--- src/rtl/bxu_pkg.sv ---
package bxu_pkg;

   // Output timing variant of the lookup result
   typedef enum logic {
      OUT_COMB = 1'b0,
      OUT_REG  = 1'b1
   } out_mode_e;

endpackage

--- src/rtl/bxu_table_store.sv ---
module bxu_table_store #(
   parameter int WORD_W = 64,
   parameter int DEPTH  = 4,
   localparam int ADDR_W = (DEPTH > 1) ? $clog2(DEPTH) : 1
) (
   input  logic                      clk,
   input  logic                      rst,
   input  logic                      wr_en,
   input  logic [ADDR_W-1:0]         wr_addr,
   input  logic [WORD_W-1:0]         wr_data,
   output logic [DEPTH*WORD_W-1:0]   tbl_flat
);

   if (DEPTH < 2) begin : g_bad_depth
      $error("bxu_table_store: DEPTH must be at least 2");
   end
   if (DEPTH > (1 << ADDR_W)) begin : g_bad_addr
      $error("bxu_table_store: DEPTH exceeds address range");
   end

   for (genvar w = 0; w < DEPTH; w++) begin : g_word
      logic [WORD_W-1:0] word_q;
      logic              sel;

      assign sel = wr_en && (wr_addr == ADDR_W'(w));

      always_ff @(posedge clk) begin
         if (rst) begin
            word_q <= '0;
         end else if (sel) begin
            word_q <= wr_data;
         end
      end

      assign tbl_flat[w*WORD_W +: WORD_W] = word_q;

      // an addressed write lands in this word on the next edge
      assert_write_lands_R6: assert property (@(posedge clk) disable iff (rst)
         (wr_en && wr_addr == ADDR_W'(w)) |=> (tbl_flat[w*WORD_W +: WORD_W] == $past(wr_data)));

      // a word not addressed by an active write keeps its value
      assert_word_holds_R6: assert property (@(posedge clk) disable iff (rst)
         (!wr_en || wr_addr != ADDR_W'(w)) |=> $stable(tbl_flat[w*WORD_W +: WORD_W]));
   end

endmodule

--- src/rtl/bxu_lane.sv ---
module bxu_lane #(
   parameter int LANE_W  = 8,
   parameter int WORD_W  = 64,
   parameter int DEPTH   = 4,
   parameter int LIMIT_W = 6,
   localparam int BPW    = WORD_W / LANE_W,
   localparam int SEL_W  = $clog2(BPW),
   localparam int WSEL_W = LANE_W - SEL_W,
   localparam int CMP_W  = LANE_W + LIMIT_W
) (
   input  logic [DEPTH*WORD_W-1:0] tbl_flat,
   input  logic [LANE_W-1:0]       idx,
   input  logic [LANE_W-1:0]       dflt,
   input  logic [LIMIT_W-1:0]      eff_limit,
   output logic [LANE_W-1:0]       res
);

   if ((1 << SEL_W) != BPW) begin : g_bad_bpw
      $error("bxu_lane: bytes per word must be a power of two");
   end
   if (DEPTH > (1 << WSEL_W)) begin : g_bad_depth
      $error("bxu_lane: lane index too narrow for table depth");
   end

   logic [WORD_W-1:0] word_pick;
   logic [LANE_W-1:0] byte_pick;
   logic              hit;

   // Word select from the upper index bits
   always_comb begin
      word_pick = '0;
      for (int w = 0; w < DEPTH; w++) begin
         if (idx[LANE_W-1:SEL_W] == WSEL_W'(w)) begin
            word_pick = tbl_flat[w*WORD_W +: WORD_W];
         end
      end
   end

   // Byte select from the lower index bits, byte 0 least significant
   always_comb begin
      byte_pick = '0;
      for (int b = 0; b < BPW; b++) begin
         if (idx[SEL_W-1:0] == SEL_W'(b)) begin
            byte_pick = word_pick[b*LANE_W +: LANE_W];
         end
      end
   end

   assign hit = CMP_W'(idx) < CMP_W'(eff_limit);
   assign res = hit ? byte_pick : dflt;

endmodule

--- src/rtl/byte_xlat_unit.sv ---
module byte_xlat_unit #(
   parameter int                 LANES    = 4,
   parameter int                 LANE_W   = 8,
   parameter int                 WORD_W   = 64,
   parameter int                 DEPTH    = 4,
   parameter int                 LIMIT_W  = 6,
   parameter bxu_pkg::out_mode_e OUT_MODE = bxu_pkg::OUT_COMB,
   localparam int ADDR_W = (DEPTH > 1) ? $clog2(DEPTH) : 1,
   localparam int IDX_W  = LANES * LANE_W,
   localparam int CAP    = DEPTH * (WORD_W / LANE_W),
   localparam int CMP_W  = LANE_W + LIMIT_W
) (
   input  logic               clk,
   input  logic               rst,
   input  logic               wr_en,
   input  logic [ADDR_W-1:0]  wr_addr,
   input  logic [WORD_W-1:0]  wr_data,
   input  logic [IDX_W-1:0]   index_word,
   input  logic [IDX_W-1:0]   fallback_word,
   input  logic [LIMIT_W-1:0] lane_limit,
   output logic [IDX_W-1:0]   result_word
);

   if (WORD_W % LANE_W != 0) begin : g_bad_word
      $error("byte_xlat_unit: WORD_W must be a multiple of LANE_W");
   end
   if (CAP >= (1 << LIMIT_W)) begin : g_bad_limit
      $error("byte_xlat_unit: LIMIT_W cannot express table capacity");
   end
   if (LANES < 1) begin : g_bad_lanes
      $error("byte_xlat_unit: LANES must be positive");
   end

   logic [DEPTH*WORD_W-1:0] tbl_flat;
   logic [LIMIT_W-1:0]      eff_limit;
   logic [IDX_W-1:0]        lane_res;

   // Clamp the caller's limit to what the table can hold
   assign eff_limit = (lane_limit > LIMIT_W'(CAP)) ? LIMIT_W'(CAP) : lane_limit;

   bxu_table_store #(
      .WORD_W (WORD_W),
      .DEPTH  (DEPTH)
   ) u_store (
      .clk      (clk),
      .rst      (rst),
      .wr_en    (wr_en),
      .wr_addr  (wr_addr),
      .wr_data  (wr_data),
      .tbl_flat (tbl_flat)
   );

   for (genvar k = 0; k < LANES; k++) begin : g_lane
      bxu_lane #(
         .LANE_W  (LANE_W),
         .WORD_W  (WORD_W),
         .DEPTH   (DEPTH),
         .LIMIT_W (LIMIT_W)
      ) u_lane (
         .tbl_flat  (tbl_flat),
         .idx       (index_word[k*LANE_W +: LANE_W]),
         .dflt      (fallback_word[k*LANE_W +: LANE_W]),
         .eff_limit (eff_limit),
         .res       (lane_res[k*LANE_W +: LANE_W])
      );
   end

   if (OUT_MODE == bxu_pkg::OUT_REG) begin : g_out_reg
      always_ff @(posedge clk) begin
         if (rst) begin
            result_word <= '0;
         end else begin
            result_word <= lane_res;
         end
      end
   end else begin : g_out_comb
      assign result_word = lane_res;

      for (genvar k = 0; k < LANES; k++) begin : g_chk
         // an index at or above the caller's limit yields the fallback byte
         assert_miss_fallback_R3: assert property (@(posedge clk) disable iff (rst)
            (CMP_W'(index_word[k*LANE_W +: LANE_W]) >= CMP_W'(lane_limit))
            |-> (result_word[k*LANE_W +: LANE_W] == fallback_word[k*LANE_W +: LANE_W]));

         // an index past the table capacity never reads the table
         assert_past_capacity_R5: assert property (@(posedge clk) disable iff (rst)
            (int'(index_word[k*LANE_W +: LANE_W]) >= CAP)
            |-> (result_word[k*LANE_W +: LANE_W] == fallback_word[k*LANE_W +: LANE_W]));
      end
   end

endmodule

--- config.mk ---
export PLATFORM = sky130hd
export DESIGN_NAME = byte_xlat_unit
export DESIGN_NICKNAME = d
export VERILOG_FILES = /design/src/rtl/bxu_pkg.sv /design/src/rtl/bxu_table_store.sv /design/src/rtl/bxu_lane.sv /design/src/rtl/byte_xlat_unit.sv
export SDC_FILE = /design/constraint.sdc
export NUM_CORES = 1
export LEC_CHECK = 0
export CAP_MARGIN = 30
export CORE_MARGIN = 1.5
export CORE_UTILIZATION = 45
export CTS_BUF_LIST = sky130_fd_sc_hd__clkbuf_2 sky130_fd_sc_hd__clkbuf_4 sky130_fd_sc_hd__clkbuf_8
export DETAILED_ROUTE_END_ITERATION = 8
export PLACE_DENSITY = 0.76
export SETUP_SLACK_MARGIN = 0.1
export SLEW_MARGIN = 0
export SYNTH_ARGS = -nofsm -noshare
export SYNTH_HDL_FRONTEND = slang
export SYNTH_HIERARCHICAL = 1
export SYNTH_SLANG_ARGS = --single-unit
export TNS_END_PERCENT = 100
--- constraint.sdc ---
create_clock -name clk -period 5.3 [get_ports clk]
set_input_delay 1.59 -clock clk [delete_from_list [all_inputs] [get_ports clk]]
set_output_delay 1.59 -clock clk [all_outputs]
set_load 0.03 [all_outputs]
Word-level counts from Yosys, hierarchy flattened. Cells that the tools add are included.

Memories: 0. RAM bits: 0. Flip-flop bits (word level): 256. Input port bits: 139. Bits in read-only memories: 0. Logic and storage cells: 118. Bits in latches: 0. Output and inout bits: 32.

Reduce and logical (&&, ||, !) cells: 13. Shifts and indexed selects: 0. Multiply operators: 0. Eq/ne operators: 43. Add/subtract/negate cells: 0. Muxes and demuxes: 53. Order comparisons: 5. Bitwise logic cells: 0. Div/mod/pow operators: 0.

Operator list (count): 64-bit 2-to-1 mux (16); 8-bit 2-to-1 mux (36); 3-bit equality test, second input constant (16); 5-bit by 2-bit equality test with 1-bit output, second input constant (8); 8-bit by 6-bit < comparator with 1-bit output (4); 3-bit by 2-bit equality test with 1-bit output, second input constant (8); 5-bit by 1-bit equality test with 1-bit output, second input constant (4); 5-bit logical NOT (4); 3-bit by 1-bit equality test with 1-bit output, second input constant (4); 3-bit logical NOT (4); 6-bit > comparator, second input constant (1); 6-bit 2-to-1 mux (1); 2-bit equality test, second input constant (2); 1-bit logical AND (4); 2-bit by 1-bit equality test with 1-bit output, second input constant (1); 2-bit logical NOT (1).

Longest topological paths before layout. Gate-level depths: netlist of the first run.

Word-level depth: 14. Mapped depth: 9. Depth with buffers taken out: 9.

Modules after synthesis. Netlist of the first run, hierarchy kept.

Modules (own cells, without submodules): bxu_table_store (instances 1, area an instance 10069.7 um2, seq. area each 5124.9 um2, cells an instance 901); bxu_lane (instances 4, area an instance 2402.3 um2, seq. area each 0.0 um2, cells an instance 331); byte_xlat_unit (instances 1, area an instance 35.0 um2, seq. area each 0.0 um2, cells an instance 6).

Worst setup path before layout of the first run. OpenSTA, ideal clock, no wires.

Path kind: input-to-output. From: input port lane_limit[4]. To: output port result_word[0]. Path buffers: 1. Required time: 3.710 ns. Cell stages on the path: 9. Path slack: -0.103 ns. Arrival time: 3.813 ns. Cell sequence: nor2b_1 > inv_1 > ha_1 > a21o_1 > a2111oi_0 > o21a_1 > clkbuf_1 > nor2_1 > a41oi_1.

Cells in the longest elaborated chain, start to end: 4.

Ends and longest elaborated chain: start, declared (RTL line byte_xlat_unit.sv:20) `input logic [LIMIT_W-1:0] lane_limit,`; 6-bit > comparator (RTL line byte_xlat_unit.sv:39) `assign eff_limit = (lane_limit > LIMIT_W'(CAP)) ? LIMIT_W'(CAP) : lane_limit;`; 6-bit 2-to-1 mux * (RTL line byte_xlat_unit.sv:39); 8-bit by 6-bit < comparator with 1-bit output * (RTL line bxu_lane.sv:49) `assign hit = CMP_W'(idx) < CMP_W'(eff_limit);`; 8-bit 2-to-1 mux * (RTL line bxu_lane.sv:50) `assign res = hit ? byte_pick : dflt;`; end, declared (RTL line byte_xlat_unit.sv:21) `output logic [IDX_W-1:0] result_word`.

Every way passes the cells marked *; elsewhere a longest branch is shown, timed or not.

Worst setup path after layout of the first run.
From: input port lane_limit[5]. To: output port result_word[19].

Cells in the longest elaborated chain, start to end: 4.

Ends and longest elaborated chain: 6-bit > comparator (RTL line byte_xlat_unit.sv:39); 6-bit 2-to-1 mux (RTL line byte_xlat_unit.sv:39); via eff_limit[4] (RTL line byte_xlat_unit.sv:35) `logic [LIMIT_W-1:0] eff_limit;`; 8-bit by 6-bit < comparator with 1-bit output (RTL line bxu_lane.sv:49); 8-bit 2-to-1 mux (RTL line bxu_lane.sv:50).

The timed path passes the listed nets, and every way through them passes these cells.

==> flow_results.xml, run 1 <==
<?xml version="1.0" encoding="UTF-8"?>
<metrics>
  <group name="floorplan">
    <metric name="die-area" unit="µm²">45100</metric>
    <metric name="row_count" unit="">76</metric>
    <metric name="floorplan.die.height" unit="µm">212</metric>
    <metric name="design.portCount" unit="">171</metric>
    <metric name="initial_utilization" unit="%">45.7</metric>
    <metric name="die-width" unit="µm">212</metric>
    <metric name="floorplan.core_area" unit="µm²">43200</metric>
  </group>
  <group name="hold_path">
    <metric name="worstHoldStart" unit="">u_store/g_word[1].word_q[0]$_SDFFE_PP0P_</metric>
    <metric name="timing.hold.worst_endpoint" unit="">u_store/g_word[1].word_q[0]$_SDFFE_PP0P_</metric>
    <metric name="holdPathStages" unit="">2</metric>
    <metric name="hold_path.class" unit="">reg -&gt; reg</metric>
  </group>
  <group name="timing">
    <metric name="post-route-min-period" unit="ps">5430</metric>
    <metric name="drv_slew" unit="">0</metric>
    <metric name="worst_hold_slack" unit="ps">523</metric>
    <metric name="slew_headroom" unit="%">35.4</metric>
    <metric name="min_setup_slack_post_route" unit="ps">-128</metric>
    <metric name="number_of_setup_violations_in_the_final_report" unit="">15</metric>
    <metric name="clock_skew" unit="ps">0</metric>
    <metric name="timing_worst_slew_pin_value" unit="ps">970</metric>
    <metric name="maxClockFrequency" unit="MHz">184</metric>
    <metric name="post-route-period-util" unit="%">102</metric>
    <metric name="hold_violations" unit="">0</metric>
    <metric name="rsz_0062_raised_after_global_routing" unit="">true</metric>
    <metric name="timing.setup.tns" unit="ps">-855</metric>
  </group>
  <group name="clock_network">
    <metric name="worst_setup_hold_path_clk_slew" unit="ps">60</metric>
    <metric name="clock_tree_from_tritoncts" unit="">yes</metric>
    <metric name="later_pin_clock_latency_in_the_skew_report" unit="ps">630</metric>
    <metric name="tritoncts.num_buffers" unit="">47</metric>
    <metric name="clk_path_buf_depth" unit="">3</metric>
    <metric name="cts.sink_count" unit="">256</metric>
    <metric name="cts_root_buf" unit="">clkbuf_8</metric>
    <metric name="cts_max_level" unit="">2</metric>
  </group>
  <group name="power_and_ir_drop">
    <metric name="vdd_drop_max" unit="mV">0.229</metric>
    <metric name="fin_total_pwr" unit="µW">5810</metric>
    <metric name="powerDensity" unit="nW/µm²">195</metric>
    <metric name="power.leakage" unit="µW">0.0123</metric>
  </group>
  <group name="critical_path">
    <metric name="timing.setup.critical_path_class" unit="">in -&gt; out</metric>
    <metric name="r2r.worst_path.cells" unit="">2</metric>
    <metric name="worst_path_dominant_cell_family" unit="">compound AO/OA/AOI/OAI gates</metric>
    <metric name="regToRegEndpoint" unit="">u_store/g_word[3].word_q[8]$_SDFFE_PP0P_</metric>
    <metric name="arrival" unit="ps">3840</metric>
    <metric name="worst_path_most_repeated_cell" unit="">buf_8</metric>
    <metric name="worstPathCellList" unit="">buf_8 &gt; nor2b_4 &gt; inv_2 &gt; ha_4 &gt; a21o_1 &gt; a2111oi_4 &gt; o21a_1 &gt; buf_12 &gt; buf_8 &gt; nand2_4 &gt; o32ai_4 &gt; a21oi_2 &gt; buf_6</metric>
    <metric name="end_kind" unit="">output port</metric>
    <metric name="rrSetupSlack" unit="ps">4410</metric>
    <metric name="critical_path.n_buffers_inverters" unit="">5</metric>
    <metric name="cp.required" unit="ps">3710</metric>
    <metric name="worstReg2RegStart" unit="">u_store/g_word[3].word_q[8]$_SDFFE_PP0P_</metric>
    <metric name="timing.critical_path.slowest_stage_cell" unit="">a2111oi_4</metric>
    <metric name="critical_path.startpoint_type" unit="">input port</metric>
    <metric name="timing.critical_path.fanout_max" unit="">5</metric>
    <metric name="crit_path_max_incr_delay" unit="ps">340</metric>
  </group>
  <group name="cells_and_area">
    <metric name="drive_above_1_share" unit="%">42.9</metric>
    <metric name="commonest_cells_after_routing_fill_and_taps_aside" unit="">buf_4 (334), nand2b_1 (331), mux2i_1 (284)</metric>
    <metric name="largest_register_ffs" unit="">256</metric>
    <metric name="register_with_the_highest_flop_count" unit="">u_store/g_word.word_q</metric>
    <metric name="syn2layout_area_growth" unit="%">51.4</metric>
    <metric name="biggestRegsByFlops" unit="">u_store/g_word.word_q (256)</metric>
    <metric name="final_core_utilization" unit="%">69.1</metric>
    <metric name="nets" unit="">2897</metric>
    <metric name="post_layout_nonfiller_instances" unit="">3359</metric>
    <metric name="mostFrequentLayoutCell" unit="">buf_4</metric>
    <metric name="number_of_diodes" unit="">0</metric>
  </group>
  <group name="placed_design">
    <metric name="global_placement_routability_congestion" unit="">1.07</metric>
    <metric name="placed_cells_incl_taps" unit="">3185</metric>
    <metric name="port_buffer_cells" unit="">170</metric>
    <metric name="place.detailed.hpwl" unit="mm">72.9</metric>
  </group>
  <group name="grt">
    <metric name="globalRouteTotalUtil" unit="%">43.8</metric>
    <metric name="wire_length_of_the_first_global_routing_pass" unit="mm">144</metric>
    <metric name="grt_antenna_before_repair" unit="">1</metric>
    <metric name="grt_start_max_net_pins" unit="">165</metric>
    <metric name="grt_remaining_overflow" unit="">0</metric>
    <metric name="grt_pass1_vias" unit="">21444</metric>
  </group>
  <group name="detailed_routing">
    <metric name="vias" unit="">21987</metric>
    <metric name="total_wirelength" unit="mm">101</metric>
    <metric name="drt-pass1-iter-count" unit="">8</metric>
    <metric name="detail_route.vias_per_cell" unit="">6.55</metric>
    <metric name="wire_per_inst" unit="µm">30.1</metric>
    <metric name="post-route-drc-count" unit="">0</metric>
    <metric name="detail-route-antenna-nets" unit="">0</metric>
    <metric name="drt_iter0_markers" unit="">2815</metric>
  </group>
  <group name="synth">
    <metric name="synthDistinctLibCells" unit="">58</metric>
    <metric name="synth_area" unit="µm²">19700</metric>
    <metric name="synth.net_count" unit="">2390</metric>
    <metric name="synthesis.yosys.warnings" unit="">6</metric>
    <metric name="post_synth_edffs" unit="">0</metric>
    <metric name="syn_avg_cell_area" unit="µm²">8.84</metric>
    <metric name="post_synthesis_cell_count" unit="">2231</metric>
    <metric name="async_set_or_reset_register_ratio_after_synthesis" unit="%">0</metric>
    <metric name="synth-seq-cells" unit="">256</metric>
    <metric name="synth-main-ff-cell" unit="">dfxtp_1</metric>
    <metric name="synth_seq_area_share" unit="%">26.0</metric>
  </group>
  <group name="run_status">
    <metric name="status" unit="">finished, violations left</metric>
    <metric name="failed_checks" unit="">negative setup slack</metric>
  </group>
  <group name="job">
    <metric name="drv.max_cap_violation_count" unit="">0</metric>
  </group>
</metrics>
[worst min-delay path, cell delays in order, from the launching register on]
cell      delay (ps)
dfxtp_1          340
nand2b_1          80
mux2i_1           60
[metal layers]
| layer | routed length (µm) | part of all wire, % | GRT usage, % |
|---|---|---|---|
| met1 | 40100 | 40 | 58.1 |
| met2 | 43300 | 43 | 66.4 |
| met3 | 11700 | 12 | 9.94 |
| met4 | 6100 | 6.0 | 22.6 |
| met5 | 13 | 0.013 | 0 |
[through the flow]
step                      worst slack (ps)  cell area (µm²)
after CTS                            -82.8            28800
after floorplan                        133            19900
after global placement                -758            24900
after global routing                  -183            29900
after detailed placement              -732            24900
final                                 -128            29900
[worst max path at each step]
stage / endpoint / from / slack, ps / depth (start not counted)
2_1_floorplan: result_word[0] / lane_limit[4] / 130 / 9
3_3_place_gp: result_word[13] / lane_limit[4] / -760 / 14
3_5_place_dp: result_word[13] / lane_limit[5] / -730 / 14
4_1_cts: result_word[10] / lane_limit[5] / -80 / 13
5_1_grt: result_word[19] / lane_limit[5] / -180 / 13
6_report: result_word[19] / lane_limit[5] / -130 / 13
[cell type report]
cell class,count,area [µm²]
Multi-Input combinational cell,1755,16200
Fill cell,3352,13300
Timing Repair Buffer,646,6580
Sequential cell,256,5120
Clock buffer,71,915
Tap cell,585,732
Clock inverter,14,134
Inverter,32,123
[power by group]
| part | switching, µW | internal [µW] |
|---|---|---|
| Combinational | 816 | 753 |
| Sequential | 108 | 1990 |
| Clock | 933 | 1200 |
[cell families after synthesis]
kind of cell	Yosys count	share of synthesized area, %
AO/OA/AOI/OAI	496	17.7
adder cells (fa/ha/maj)	20	1.27
flip-flops	256	26.0
buffers and inverters	220	5.27
AND/OR/NAND/NOR	751	21.6
multiplexers	488	28.1
[synthesized netlist by cell type (all sizes together), types with 8 or more instances]
cell type | count | share of area [%]
o221a | 12 | 0.69
o311ai | 12 | 0.53
a21o | 8 | 0.30
a31oi | 8 | 0.25
or4 | 12 | 0.46
a21oi | 44 | 1.1
buf | 97 | 2.9
a311oi | 12 | 0.53
inv | 32 | 0.61
a22oi | 12 | 0.46
clkbuf | 91 | 1.7
a211o | 32 | 1.4
nor2 | 164 | 3.2
a211oi | 20 | 0.76
o22ai | 156 | 5.0
nand2 | 72 | 1.4
mux4 | 36 | 4.1
o221ai | 60 | 2.7
nor3 | 60 | 1.8
nor2b | 37 | 1.2
mux2 | 168 | 9.6
dfxtp | 256 | 26
nor4 | 28 | 1.1
o32ai | 12 | 0.53
or2 | 8 | 0.25
o21ai | 72 | 1.8
ha | 20 | 1.3
nand2b | 336 | 11
nand3 | 9 | 0.23
mux2i | 284 | 14
[repair_timing]
item	in CTS	in global routing
buffers inserted	71	23
hold buffers	0	0
endpoints found under the setup margin	32	32
gates resized for setup	533	156
cloned	3	1
pin swaps	156	75
Note: power is estimated with default switching activity, not from simulation.
==> inputs of run 2 (changes only) <==
- SKIP_CTS_REPAIR_TIMING: not set -> 1
==> flow_results.xml, run 2 (synthesis gave the netlist of run 1 again) <==
<?xml version="1.0" encoding="UTF-8"?>
<metrics>
  <group name="grt">
    <metric name="grt_start_max_net_pins" unit="">165</metric>
    <metric name="grt_pass1_vias" unit="">20441</metric>
    <metric name="grt_remaining_overflow" unit="">0</metric>
    <metric name="globalRouteTotalUtil" unit="%">42.1</metric>
    <metric name="grt_antenna_before_repair" unit="">2</metric>
    <metric name="wire_length_of_the_first_global_routing_pass" unit="mm">138</metric>
  </group>
  <group name="floorplan">
    <metric name="die-area" unit="µm²">45100</metric>
    <metric name="floorplan.core_area" unit="µm²">43200</metric>
    <metric name="design.portCount" unit="">171</metric>
    <metric name="floorplan.die.height" unit="µm">212</metric>
    <metric name="die-width" unit="µm">212</metric>
    <metric name="row_count" unit="">76</metric>
    <metric name="initial_utilization" unit="%">45.7</metric>
  </group>
  <group name="detailed_routing">
    <metric name="routed_met3_length" unit="mm">10.9</metric>
    <metric name="detail-route-antenna-nets" unit="">0</metric>
    <metric name="wire_per_inst" unit="µm">30.0</metric>
    <metric name="vias" unit="">21801</metric>
    <metric name="drt_iter0_markers" unit="">2511</metric>
    <metric name="m1WireLength" unit="mm">40.2</metric>
    <metric name="wl_met2" unit="mm">42.3</metric>
    <metric name="detail_route.vias_per_cell" unit="">6.57</metric>
    <metric name="drt-pass1-iter-count" unit="">8</metric>
    <metric name="topRoutingLayerUsed" unit="">met5</metric>
    <metric name="total_wirelength" unit="mm">99.7</metric>
    <metric name="post-route-drc-count" unit="">0</metric>
  </group>
  <group name="cells_and_area">
    <metric name="biggestRegsByFlops" unit="">u_store/g_word.word_q (256)</metric>
    <metric name="register_with_the_highest_flop_count" unit="">u_store/g_word.word_q</metric>
    <metric name="mostFrequentLayoutCell" unit="">buf_4</metric>
    <metric name="largest_register_ffs" unit="">256</metric>
    <metric name="number_of_diodes" unit="">0</metric>
    <metric name="drive_above_1_share" unit="%">38.5</metric>
    <metric name="nets" unit="">2858</metric>
    <metric name="commonest_cells_after_routing_fill_and_taps_aside" unit="">buf_4 (350), nand2b_1 (327), mux2i_1 (284)</metric>
    <metric name="syn2layout_area_growth" unit="%">43.5</metric>
  </group>
  <group name="critical_path">
    <metric name="timing.critical_path.fanout_max" unit="">19</metric>
    <metric name="critical_path.startpoint_type" unit="">input port</metric>
    <metric name="worstSetupStartpoint" unit="">index_word[11]</metric>
    <metric name="worstReg2RegStart" unit="">u_store/g_word[3].word_q[39]$_SDFFE_PP0P_</metric>
    <metric name="timing.setup.critical_path_class" unit="">in -&gt; out</metric>
    <metric name="r2r.worst_path.cells" unit="">2</metric>
    <metric name="arrival" unit="ps">3870</metric>
    <metric name="regToRegEndpoint" unit="">u_store/g_word[3].word_q[39]$_SDFFE_PP0P_</metric>
    <metric name="cp-endpoint" unit="">result_word[13]</metric>
    <metric name="end_kind" unit="">output port</metric>
    <metric name="rrSetupSlack" unit="ps">4420</metric>
    <metric name="cp.required" unit="ps">3710</metric>
  </group>
  <group name="power_and_ir_drop">
    <metric name="vdd_drop_max" unit="mV">0.228</metric>
    <metric name="powerDensity" unit="nW/µm²">201</metric>
    <metric name="fin_total_pwr" unit="µW">5700</metric>
    <metric name="power.leakage" unit="µW">0.0119</metric>
  </group>
  <group name="timing">
    <metric name="min_setup_slack_post_route" unit="ps">-160</metric>
    <metric name="maxClockFrequency" unit="MHz">183</metric>
    <metric name="hold_violations" unit="">0</metric>
    <metric name="timing.setup.tns" unit="ps">-2450</metric>
    <metric name="post-route-min-period" unit="ps">5460</metric>
    <metric name="number_of_setup_violations_in_the_final_report" unit="">25</metric>
    <metric name="slew_headroom" unit="%">32.5</metric>
    <metric name="timing_worst_slew_pin_value" unit="ps">1010</metric>
    <metric name="worst_hold_slack" unit="ps">515</metric>
    <metric name="post-route-period-util" unit="%">103</metric>
    <metric name="drv_slew" unit="">0</metric>
    <metric name="rsz_0062_raised_after_global_routing" unit="">true</metric>
    <metric name="clock_skew" unit="ps">0</metric>
  </group>
  <group name="placed_design">
    <metric name="global_placement_routability_congestion" unit="">1.07</metric>
    <metric name="port_buffer_cells" unit="">170</metric>
    <metric name="place.detailed.hpwl" unit="mm">72.9</metric>
  </group>
  <group name="clock_network">
    <metric name="clk_path_buf_depth" unit="">3</metric>
    <metric name="cts_max_level" unit="">2</metric>
    <metric name="later_pin_clock_latency_in_the_skew_report" unit="ps">630</metric>
    <metric name="cts.sink_count" unit="">256</metric>
    <metric name="worst_setup_hold_path_clk_slew" unit="ps">60</metric>
    <metric name="tritoncts.num_buffers" unit="">47</metric>
    <metric name="cts_root_buf" unit="">clkbuf_8</metric>
    <metric name="clock_tree_from_tritoncts" unit="">yes</metric>
  </group>
  <group name="run_status">
    <metric name="failed_checks" unit="">negative setup slack</metric>
    <metric name="status" unit="">finished, violations left</metric>
  </group>
  <group name="hold_path">
    <metric name="hold_path.class" unit="">reg -&gt; reg</metric>
  </group>
  <group name="job">
    <metric name="drv.max_cap_violation_count" unit="">0</metric>
  </group>
</metrics>
[run 2: through the flow]
| stage | area [µm²] | util (%) | worst slack [ps] | cells |
|---|---|---|---|---|
| finish | 28300 | 65.5 | -160 | 3320 |
| global route | 28300 | 65.5 | -224 | 3320 |
| CTS | 25900 | 60.1 | -753 | 3270 |
| detailed placement | 24900 | 57.7 | -732 | 3185 |
| global placement | 24900 | 57.7 | -758 | 3184 |
| floorplan | 19900 | - | 133 | 2231 |
[run 2: cell type report]
cell class | instances | area (µm²)
sequential | 256 | 5120
clock buffer | 71 | 915
multi-input combinational | 1755 | 15300
tap | 585 | 732
timing repair buffer | 607 | 5950
fill | 3563 | 14900
clock inverter | 14 | 134
inverter | 32 | 125
[run 2: how the worst min path moves through the flow]
stage / start / end / cells after the start
final: u_store/g_word[0].word_q[38]$_SDFFE_PP0P_ / u_store/g_word[0].word_q[38]$_SDFFE_PP0P_ / 2
after global routing: u_store/g_word[2].word_q[29]$_SDFFE_PP0P_ / u_store/g_word[2].word_q[29]$_SDFFE_PP0P_ / 2
after CTS: u_store/g_word[0].word_q[38]$_SDFFE_PP0P_ / u_store/g_word[0].word_q[38]$_SDFFE_PP0P_ / 2
after detailed placement: u_store/g_word[0].word_q[38]$_SDFFE_PP0P_ / u_store/g_word[0].word_q[38]$_SDFFE_PP0P_ / 2
after global placement: u_store/g_word[0].word_q[12]$_SDFFE_PP0P_ / u_store/g_word[0].word_q[12]$_SDFFE_PP0P_ / 2
after floorplan: u_store/g_word[0].word_q[12]$_SDFFE_PP0P_ / u_store/g_word[0].word_q[12]$_SDFFE_PP0P_ / 2
[run 2: report_power, final]
part / leakage (µW) / internal, µW / switching [µW] / total [µW]
sequential: 0.00208 / 1990 / 104 / 2100
combinational: 0.00931 / 704 / 770 / 1470
clock: 0.000551 / 1200 / 923 / 2130
[run 2: metal layers]
metal	vias to the layer above	track usage, %
li1	9293	-
met1	10649	56.7
met2	1493	63.7
met3	364	9.19
met4	2	20.4
met5	-	0
[run 2: critical path, stage by stage]
cell and delay (ps):
buf_4 120, buf_4 160, buf_12 150, buf_12 160, buf_4 190, mux2i_1 120
o21ai_0 490, nand2_1 190, a21oi_1 190, nor4_2 80, buf_4 140, a21oi_2 120
buf_6 140
